==> config.mk <==
export PLATFORM = sky130hd
export DESIGN_NAME = rgb9e5_decode
export DESIGN_NICKNAME = d
export VERILOG_FILES = /design/src/rtl/rgb9e5_pkg.sv /design/src/rtl/rgb9e5_lead_one.sv /design/src/rtl/rgb9e5_chan.sv /design/src/rtl/rgb9e5_decode.sv
export SDC_FILE = /design/constraint.sdc
export NUM_CORES = 1
export LEC_CHECK = 0
export ABC_CLOCK_PERIOD_IN_PS = 870
export CAP_MARGIN = 10
export CORE_UTILIZATION = 30
export CTS_CLUSTER_SIZE = 24
export DETAILED_ROUTE_END_ITERATION = 10
export HOLD_SLACK_MARGIN = 0.03
export PLACE_DENSITY = 0.51
export SKIP_LAST_GASP = 1
export SYNTH_ARGS = -nofsm -noshare
export SYNTH_HDL_FRONTEND = slang
export SYNTH_HIERARCHICAL = 1
export SYNTH_SLANG_ARGS = --single-unit
==> constraint.sdc <==
create_clock -name clk_i -period 0.87 [get_ports clk_i]
set_input_delay 0.2175 -clock clk_i [delete_from_list [all_inputs] [get_ports clk_i]]
set_output_delay 0.2175 -clock clk_i [all_outputs]
set_load 0.05 [all_outputs]
==> src/rtl/rgb9e5_pkg.sv <==
package rgb9e5_pkg;
  localparam int unsigned NUM_CH      = 3;
  localparam int unsigned FP_W        = 32;
  localparam int unsigned FP_EXP_W    = 8;
  localparam int unsigned FP_FRAC_W   = 23;
  localparam int          FP_EXP_BIAS = 127;
  localparam logic [FP_W-1:0] FP_ONE  = 32'h3F80_0000;
  localparam logic [FP_W-1:0] FP_ZERO = 32'h0000_0000;
endpackage

==> src/rtl/rgb9e5_lead_one.sv <==
module rgb9e5_lead_one #(
  parameter int unsigned W     = 9,
  localparam int unsigned IDX_W = (W > 1) ? $clog2(W) : 1
) (
  input  logic [W-1:0]     vec_i,
  output logic [IDX_W-1:0] idx_o,
  output logic             any_o
);
  // ascending scan: last hit is the highest set bit
  always_comb begin
    idx_o = '0;
    for (int i = 0; i < int'(W); i++) begin
      if (vec_i[i]) idx_o = IDX_W'(i);
    end
  end

  assign any_o = |vec_i;
endmodule

==> src/rtl/rgb9e5_chan.sv <==
module rgb9e5_chan
  import rgb9e5_pkg::*;
#(
  parameter int unsigned MANT_W   = 9,
  parameter int unsigned EXP_W    = 5,
  parameter int          EXP_BIAS = 15
) (
  input  logic [MANT_W-1:0] mant_i,
  input  logic [EXP_W-1:0]  exp_i,
  output logic [FP_W-1:0]   fp_o
);
  localparam int unsigned IDX_W   = (MANT_W > 1) ? $clog2(MANT_W) : 1;
  localparam int          EXP_OFS = FP_EXP_BIAS - EXP_BIAS - int'(MANT_W);
  localparam logic [IDX_W-1:0] TOP_IDX = IDX_W'(MANT_W - 1);
  localparam int unsigned PAD_W   = FP_FRAC_W - (MANT_W - 1);

  logic [IDX_W-1:0]     lead_idx;
  logic                 nonzero;
  logic [MANT_W-1:0]    norm;
  logic [FP_EXP_W-1:0]  fexp;
  logic [FP_FRAC_W-1:0] frac;

  rgb9e5_lead_one #(.W(MANT_W)) lead_i (
    .vec_i (mant_i),
    .idx_o (lead_idx),
    .any_o (nonzero)
  );

  // move the leading one to the top, then drop it as the hidden bit
  assign norm = mant_i << (TOP_IDX - lead_idx);
  assign frac = {norm[MANT_W-2:0], {PAD_W{1'b0}}};
  assign fexp = FP_EXP_W'(int'(exp_i) + int'(lead_idx) + EXP_OFS);
  assign fp_o = nonzero ? {1'b0, fexp, frac} : FP_ZERO;
endmodule

==> src/rtl/rgb9e5_decode.sv <==
module rgb9e5_decode
  import rgb9e5_pkg::*;
#(
  parameter int unsigned MANT_W   = 9,
  parameter int unsigned EXP_W    = 5,
  parameter int          EXP_BIAS = 15,
  localparam int unsigned WORD_W  = NUM_CH * MANT_W + EXP_W
) (
  input  logic              clk_i,
  input  logic              rst_ni,
  input  logic              valid_i,
  input  logic [WORD_W-1:0] word_i,
  output logic              valid_o,
  output logic [FP_W-1:0]   red_o,
  output logic [FP_W-1:0]   green_o,
  output logic [FP_W-1:0]   blue_o,
  output logic [FP_W-1:0]   alpha_o
);
  logic [EXP_W-1:0] shared_exp;
  logic [FP_W-1:0]  ch_fp [NUM_CH];
  logic [FP_W-1:0]  ch_q  [NUM_CH];
  logic [FP_W-1:0]  alpha_q;
  logic             valid_q;

  assign shared_exp = word_i[WORD_W-1 -: EXP_W];

  for (genvar c = 0; c < int'(NUM_CH); c++) begin : g_ch
    rgb9e5_chan #(
      .MANT_W   (MANT_W),
      .EXP_W    (EXP_W),
      .EXP_BIAS (EXP_BIAS)
    ) chan_i (
      .mant_i (word_i[c*MANT_W +: MANT_W]),
      .exp_i  (shared_exp),
      .fp_o   (ch_fp[c])
    );

    always_ff @(posedge clk_i or negedge rst_ni) begin
      if (!rst_ni)      ch_q[c] <= FP_ZERO;
      else if (valid_i) ch_q[c] <= ch_fp[c];
    end
  end

  always_ff @(posedge clk_i or negedge rst_ni) begin
    if (!rst_ni) begin
      valid_q <= 1'b0;
      alpha_q <= FP_ZERO;
    end else begin
      valid_q <= valid_i;
      if (valid_i) alpha_q <= FP_ONE;
    end
  end

  assign valid_o = valid_q;
  assign red_o   = ch_q[0];
  assign green_o = ch_q[1];
  assign blue_o  = ch_q[2];
  assign alpha_o = alpha_q;
endmodule

==> results of run 1 <==
==> final cells by class <==
class / count / area share
Multi-Input combinational cell: 398 / 0.3683
Timing Repair Buffer: 310 / 0.3462
Sequential cell: 98 / 0.2172
Tap cell: 270 / 0.02935
Clock buffer: 10 / 0.02077
Inverter: 36 / 0.01370
Clock inverter: 6 / 0.004458
==> repair_timing <==
item | 4_1_cts | 5_1_grt
hold buffers | 1 | 0
setup endpoints to repair | 153 | 158
pin swaps | 70 | 54
resized for setup | 231 | 90
gates cloned | 1 | 1
setup buffers | 55 | 31
hold endpoints to repair | 98 | 0
==> worst max path at each step <==
stage	end	slack [ps]
final	green_o[30]$_DFFE_PN0P_	-1280
after detailed placement	green_o[30]$_DFFE_PN0P_	-2050
after global placement	red_o[30]$_DFFE_PN0P_	-2010
after floorplan	green_o[30]$_DFFE_PN0P_	-1490
after CTS	green_o[30]$_DFFE_PN0P_	-1300
after global routing	red_o[30]$_DFFE_PN0P_	-1330
==> power by group through the flow <==
stage / Sequential [mW] / Combinational [mW] / Clock (mW)
final: 5.97 / 10.5 / 3.91
after global routing: 6.06 / 11.1 / 4.28
after CTS: 5.98 / 10.1 / 4.13
after detailed placement: 6.09 / 9.00 / 0
after global placement: 6.06 / 8.89 / 0
after floorplan: 7.98 / 2.97 / 0
==> stage by stage <==
step                cell area (µm²)  setup WS [ps]  std cells  hold slack [ps]
CTS                           10980          -1301       1099            228.9
detailed placement             9679          -2046       1028            65.32
floorplan                      7084          -1493        637           -78.09
global placement               9679          -2005       1028            64.25
finish                        11510          -1281       1128            246.6
global route                  11510          -1328       1128            240.8
==> logic make-up after synthesis <==
family / synth area share
compound gates: 0.06353
xor+xnor: 0.01588
fa+ha+maj: 0.06235
buf+inv: 0.1412
flops: 0.3843
mux: 0.2371
other cells: 0.002352
simple gates: 0.09334
==> placed cells by master, fill, tap and decap left out, types with 10 or more instances in the layout <==
| cell | instances |
|---|---|
| a21oi_2 | 11 |
| buf_12 | 112 |
| buf_4 | 128 |
| buf_6 | 44 |
| conb_1 | 73 |
| dfrtp_1 | 62 |
| dfrtp_2 | 35 |
| ha_1 | 10 |
| ha_4 | 17 |
| inv_1 | 13 |
| inv_2 | 14 |
| mux2_2 | 47 |
| mux2_4 | 55 |
| nor2_1 | 12 |
==> metal layers <==
metal	up-vias	GRT usage	wire, µm
met2	115	0.2842	9237
met3	16	0.03951	906
met4	0	0.05258	265
li1	2374	-	-
met5	-	0	0
met1	2512	0.1915	7079
==> sequential cells by signal (all words and copies together) (netlist names) <==
signal	flops
blue_o	32
green_o	32
alpha_o	1
red_o	32
valid_o	1
==> worst register-to-register path: stages (launching register included) <==
cell     delay (ps)
dfrtp_1         430
buf_4           150
mux2_4          260
==> metrics.md, run 1 <==
| Metric | Value |
|---|---|
| Status | `finished with violations` |
| Violated checks | `negative setup slack` |
| Largest net degree at the start of global routing | `40` |
| Sequence of cells on the critical path | `buf_6 -> or3_4 -> a21oi_4 -> inv_2 -> ha_4 -> inv_4 -> ha_4 -> fa_2 -> a21oi_2 -> nor2b_2 -> o21a_1 -> mux2_4` |
| Overall power | `20.43 mW` |
| Synth top area share | `0.3843` |
| Port Buf Inserts | `approximately 140` |
| Nets | `918` |
| Most numerous cell in the Yosys netlist | `dfrtp_1` |
| Post-synthesis sequential area ratio | `0.3843` |
| Crit path DAT | `between 2000 and 2500 ps` |
| Crit path buffers/inverters | `3` |
| CTS sink cnt | `98` |
| First-pass GRT wire length | `27830 µm` |
| CP Launch Point | `word_i[13]` |
| Vias in the first global route | `5392` |
| CP max stage cell | `or3_4` |
| Drt pass-1 iters | `4` |
| Die Y | `147.8 µm` |
| Share of cells above drive strength 1 | `0.6981` |
| Initial antenna violation count | `0` |
| Final Cycle Share | `2.472` |
| Most frequent cells after synthesis | `dfrtp_1 (98), buf_4 (85), mux2_2 (73)` |
| FF-to-FF End | `green_o[30]$_DFFE_PN0P_` |
| Leakage | `5.282 nW` |
| Reg2Reg Depth | `2` |
| Clock slew at reported path FFs | `approximately 70 ps` |
| Synth area leader | `dfrtp_1` |
| Clock share of power | `0.191` |
| Internal Power | `12.86 mW` |
| Filler cells | `about 1800` |
| Core area | `20560 µm²` |
| Async SR Flop Fraction | `1.000` |
| Psw | `7.566 mW` |
| Final WS setup | `-1281 ps` |
| Final Setup Violations | `164` |
| # rows | `52` |
| Routed WL | `~17000 µm` |
| Unique masters post-synth | `42` |
| Flop2flop setup slack | `-80 ps` |
| Min cycle time layout | `2151 ps` |
| PD cells | `1775 nW/µm²` |
| Mapped Cells | `568` |
| Die Span X | `147.8 µm` |
| Area delta synth->final | `80.35%` |
| Root buffer cell | `clkbuf_16` |
| Clock buffer depth | `2` |
| Hold Path Class | `input pin to asynchronous set/reset pin` |
| Area taken by multi-input logic gates | `4239 µm²` |
| CTS H-tree lvls | `3` |
| Detail-routed via count per cell | `4.448` |
| EDFF count, synth | `0` |
| Req. time, crit path | `1100 ps` |
| Die area | `21860 µm²` |
| Antenna diodes | `0` |
| #FFs+latches synth | `98` |
| Final slew viol count | `0` |
| Clock Latency Late Sink | `340 ps` |
| Synth Cell Area | `approximately 6400 µm²` |
| DR DRC count | `0` |
| Switch share | `0.3703` |
| MaxCap Viol Count | `0` |
| Remaining antenna violation count | `0` |
| Global Route Usage Sum | `0.1613` |
| Gpl congestion | `0.8279` |
| Crit path launch type | `input pin` |
| DRT iter0 DRCs | `128` |
| Dominant synthesized flop cell | `dfrtp_1` |
| Final HPWL DP | `12120 µm` |
| Global route total overflow | `0` |
| Final Core Density | `0.5598` |
| Syn Area/Cell | `11.23 µm²` |
| Via count | `5017` |
| Yosys warns | `6` |
| Max incr delay on CP | `390 ps` |
| Worst setup EP type | `flip-flop` |
| Fmax | `464.9 MHz` |
| Sequential cell area | `2500 µm²` |
| Worst VDD drop | `a little under 0.9 mV` |
| Wire per inst | `approximately 16 µm` |
| Delay-heaviest family, CP | `adder cells` |
| Initial Util | `0.3104` |
| Final hold viol count | `0` |
| Start of the worst register-to-register path | `green_o[30]$_DFFE_PN0P_` |
| Comb power frac | `0.516` |
| Peak fanout along the critical path | `2` |
| Clk_skew | `0 ps` |
| Sequential fraction of design power | `0.292` |
| Unrepaired setup endpoints after global routing | `yes` |
| Final TNS setup | `-81070 ps` |
| WS Path Type | `input pin to flip-flop` |
| CTS Buf Count | `9` |
| Instance count on the critical path | `12` |
| Most common cell on crit path | `ha_4` |
| IO Count | `164` |
| Top cells by area, synth | `dfrtp_1 (38%), mux2_2 (13%), buf_4 (10%), mux2_4 (6.8%), ha_1 (5.3%)` |
| CTS tree | `yes` |
No activity file was read; power rests on OpenSTA's default activity.
==> inputs of run 2 (changes only) <==
--- a/config.mk
+++ b/config.mk
@@ -11,7 +11,7 @@
 export CTS_CLUSTER_SIZE = 24
 export DETAILED_ROUTE_END_ITERATION = 10
 export HOLD_SLACK_MARGIN = 0.03
-export PLACE_DENSITY = 0.51
+export REMOVE_ABC_BUFFERS = 1
 export SKIP_LAST_GASP = 1
 export SYNTH_ARGS = -nofsm -noshare
 export SYNTH_HDL_FRONTEND = slang
==> metrics.md, run 2 (synthesized netlist as in run 1, its figures left out) <==
| Metric | Value |
|---|---|
| IO Count | `164 (unchanged)` |
| Commonest non-fill, non-tap cells in the layout | `buf_12 (113), buf_4 (111), dfrtp_1 (98) (was buf_4 (128), buf_12 (112), conb_1 (73))` |
| Violated checks | `negative setup slack (unchanged)` |
| Final TNS setup | `-81470 ps (was -81070 ps)` |
| Clock Latency Late Sink | `350 ps (was 340 ps)` |
| Hold Path Class | `input pin to flip-flop (was input pin to asynchronous set/reset pin)` |
| Cell area after layout | `11440 µm² (was 11510 µm²)` |
| CTS tree | `yes (unchanged)` |
| Remaining antenna violation count | `0 (unchanged)` |
| First-pass GRT wire length | `27400 µm (was 27830 µm)` |
| Max incr delay on CP | `370 ps (was 390 ps)` |
| Final WS setup | `-1334 ps (was -1281 ps)` |
| CTS Buf Count | `9 (unchanged)` |
| Final HPWL DP | `11160 µm (was 12120 µm)` |
| Final slew viol count | `0 (unchanged)` |
| Crit path launch type | `input pin (unchanged)` |
| WS Path Type | `input pin to flip-flop (unchanged)` |
| Met3 Resource Use GR | `0.04167 (was 0.03951)` |
| M1 GR Usage | `0.1983 (was 0.1915)` |
| Gpl congestion | `0.8419 (was 0.8279)` |
| Share of cells above drive strength 1 | `0.6620 (was 0.6981)` |
| Status | `finished with violations (unchanged)` |
| CTS H-tree lvls | `3 (unchanged)` |
| Global route total overflow | `0 (unchanged)` |
| # rows | `52 (unchanged)` |
| Core area | `20560 µm² (unchanged)` |
| Worst setup EP type | `flip-flop (unchanged)` |
| Start of the worst register-to-register path | `red_o[24]$_DFFE_PN0P_ (was green_o[30]$_DFFE_PN0P_)` |
| Global Route Usage Sum | `0.1613 (about the same)` |
| Die Y | `147.8 µm (unchanged)` |
| Busiest grt layer | `met2 (unchanged)` |
| Die area | `21860 µm² (unchanged)` |
| Root buffer cell | `clkbuf_16 (unchanged)` |
| Wire per inst | `15.47 µm (was 15.50 µm)` |
| Hold_sp | `valid_i` |
| CTS sink cnt | `98 (unchanged)` |
| Sequence of cells on the critical path | `buf_8 -> nor2_4 -> or3_4 -> a21oi_4 -> inv_2 -> ha_4 -> inv_2 -> ha_4 -> fa_2 -> buf_6 -> xor2_1 -> and2_1 -> mux2_4 (was buf_6 -> or3_4 -> a21oi_4 -> inv_2 -> ha_4 -> inv_4 -> ha_4 -> fa_2 -> a21oi_2 -> nor2b_2 -> o21a_1 -> mux2_4)` |
| Detail-routed via count per cell | `4.397 (was 4.448)` |
| Clock buffer depth | `2 (unchanged)` |
| Worst VDD drop | `0.8878 mV (was 0.8940 mV)` |
| Clk_skew | `0 ps (unchanged)` |
| Req. time, crit path | `1100 ps (about the same)` |
| DRT iter0 DRCs | `156 (was 128)` |
| Final Core Density | `0.5564 (was 0.5598)` |
| Final hold viol count | `0 (unchanged)` |
| Fmax | `453.8 MHz (was 464.9 MHz)` |
| Min cycle time layout | `2204 ps (was 2151 ps)` |
| Via count | `4933 (was 5017)` |
| Vias in the first global route | `5141 (was 5392)` |
| Routed WL | `17350 µm (was 17490 µm)` |
| Initial Util | `0.3104 (unchanged)` |
| GRT met2 Usage | `0.2733 (was 0.2842)` |
| Initial antenna violation count | `0 (unchanged)` |
| MaxCap Viol Count | `0 (unchanged)` |
| Largest net degree at the start of global routing | `42 (was 40)` |
| Area after DPL | `9393 µm² (was 9679 µm²)` |
| CP max stage cell | `or3_4 (unchanged)` |
| DR DRC count | `0 (unchanged)` |
| Antenna diodes | `0 (unchanged)` |
| Most common cell after layout, fill and taps aside | `buf_12 (was buf_4)` |
| Port Buf Inserts | `138 (unchanged)` |
| Area delta synth->final | `79.26% (was 80.35%)` |
| CP Launch Point | `word_i[2] (was word_i[13])` |
| Drt pass-1 iters | `4 (unchanged)` |
| Leakage | `5.315 nW (was 5.282 nW)` |
| Unrepaired setup endpoints after global routing | `yes (unchanged)` |
| Crit path DAT | `2440 ps (was 2380 ps)` |
| Smallest hold slack | `293.6 ps (was 246.6 ps)` |
| Die Span X | `147.8 µm (unchanged)` |
| Filler cells | `1677 (was 1764)` |
| Nets | `912 (was 918)` |
| Clock slew at reported path FFs | `70 ps (about the same)` |
| PD cells | `1803 nW/µm² (was 1775 nW/µm²)` |
| Final Setup Violations | `167 (was 164)` |
| Final Cycle Share | `2.533 (was 2.472)` |
| Peak fanout along the critical path | `2 (unchanged)` |
run 2: cell count changes in the layout (fill, tap and decap cells not counted), moves of 4 or more:
cell / previous run / this run
buf_4: 128 / 111
buf_6: 44 / 53
clkinv_4: 4 / 0
dfrtp_1: 62 / 98
dfrtp_2: 35 / 0
inv_4: 9 / 4
nor3_1: 9 / 2
nor3_2: 4 / 9
run 2: critical path, delay by kind of cell:
| family | cells | cell delay (ps) |
|---|---|---|
| compound gates | 1 | 190 |
| xor+xnor | 1 | 140 |
| fa+ha+maj | 3 | 770 |
| buf+inv | 4 | 320 |
| mux | 1 | 250 |
| simple gates | 3 | 540 |
run 2: metrics by stage:
step | std cells | power, mW | setup WS [ps]
CTS | 1096 | 20.18 | -1329
finish | 1122 | 20.63 | -1334
detailed placement | 1027 | 14.69 | -2240
global route | 1122 | 21.68 | -1379
global placement | 1027 | 14.62 | -2198
floorplan | 532 | 10.17 | -2832
run 2: per-layer routing:
layer / vias to the layer above / routed length, µm / share of wire
li1: 2359 / - / -
met1: 2456 / 7331 / 0.42
met3: 13 / 846 / 0.049
met5: - / 0 / 0
met4: 0 / 216 / 0.012
met2: 105 / 8957 / 0.52
run 2: path summary, 6_finish.rpt:
kind / endpoint / slack [ps] / depth (start not counted)
min in group asynchronous: green_o[13]$_DFFE_PN0P_ / 390 / 3
min reg2reg: blue_o[7]$_DFFE_PN0P_ / 570 / 1
max reg2reg: red_o[24]$_DFFE_PN0P_ / -80 / 2
min: valid_o$_DFF_PN0_ / 290 / 2
max in group asynchronous: red_o[18]$_DFFE_PN0P_ / 220 / 3
max: red_o[26]$_DFFE_PN0P_ / -1330 / 13
run 2: cell type report:
class | instances | area [µm²] | share of cell area
multi-input cells | 398 | 4242 | 0.3708
repair buffers | 304 | 3951 | 0.3454
flip-flops and latches | 98 | 2452 | 0.2144
well taps | 270 | 337.8 | 0.02953
clock buffers | 10 | 239.0 | 0.02089
inverters | 36 | 145.1 | 0.01269
clock inverters | 6 | 71.32 | 0.006235
run 2: what timing repair did:
item                                    4_1_cts  5_1_grt
hold buffers                                  1        0
gates resized for setup                     251      131
endpoints found under the setup margin      152      162
buffers inserted                             73       37
cloned                                        0        1
endpoints found under the hold margin        98        0
pin swaps                                    91       65
run 2: report_power, final:
group	switching, mW	internal (mW)
logic	4.95	5.43
registers	0.721	5.21
clock network	1.96	2.35
total	7.63	13.0
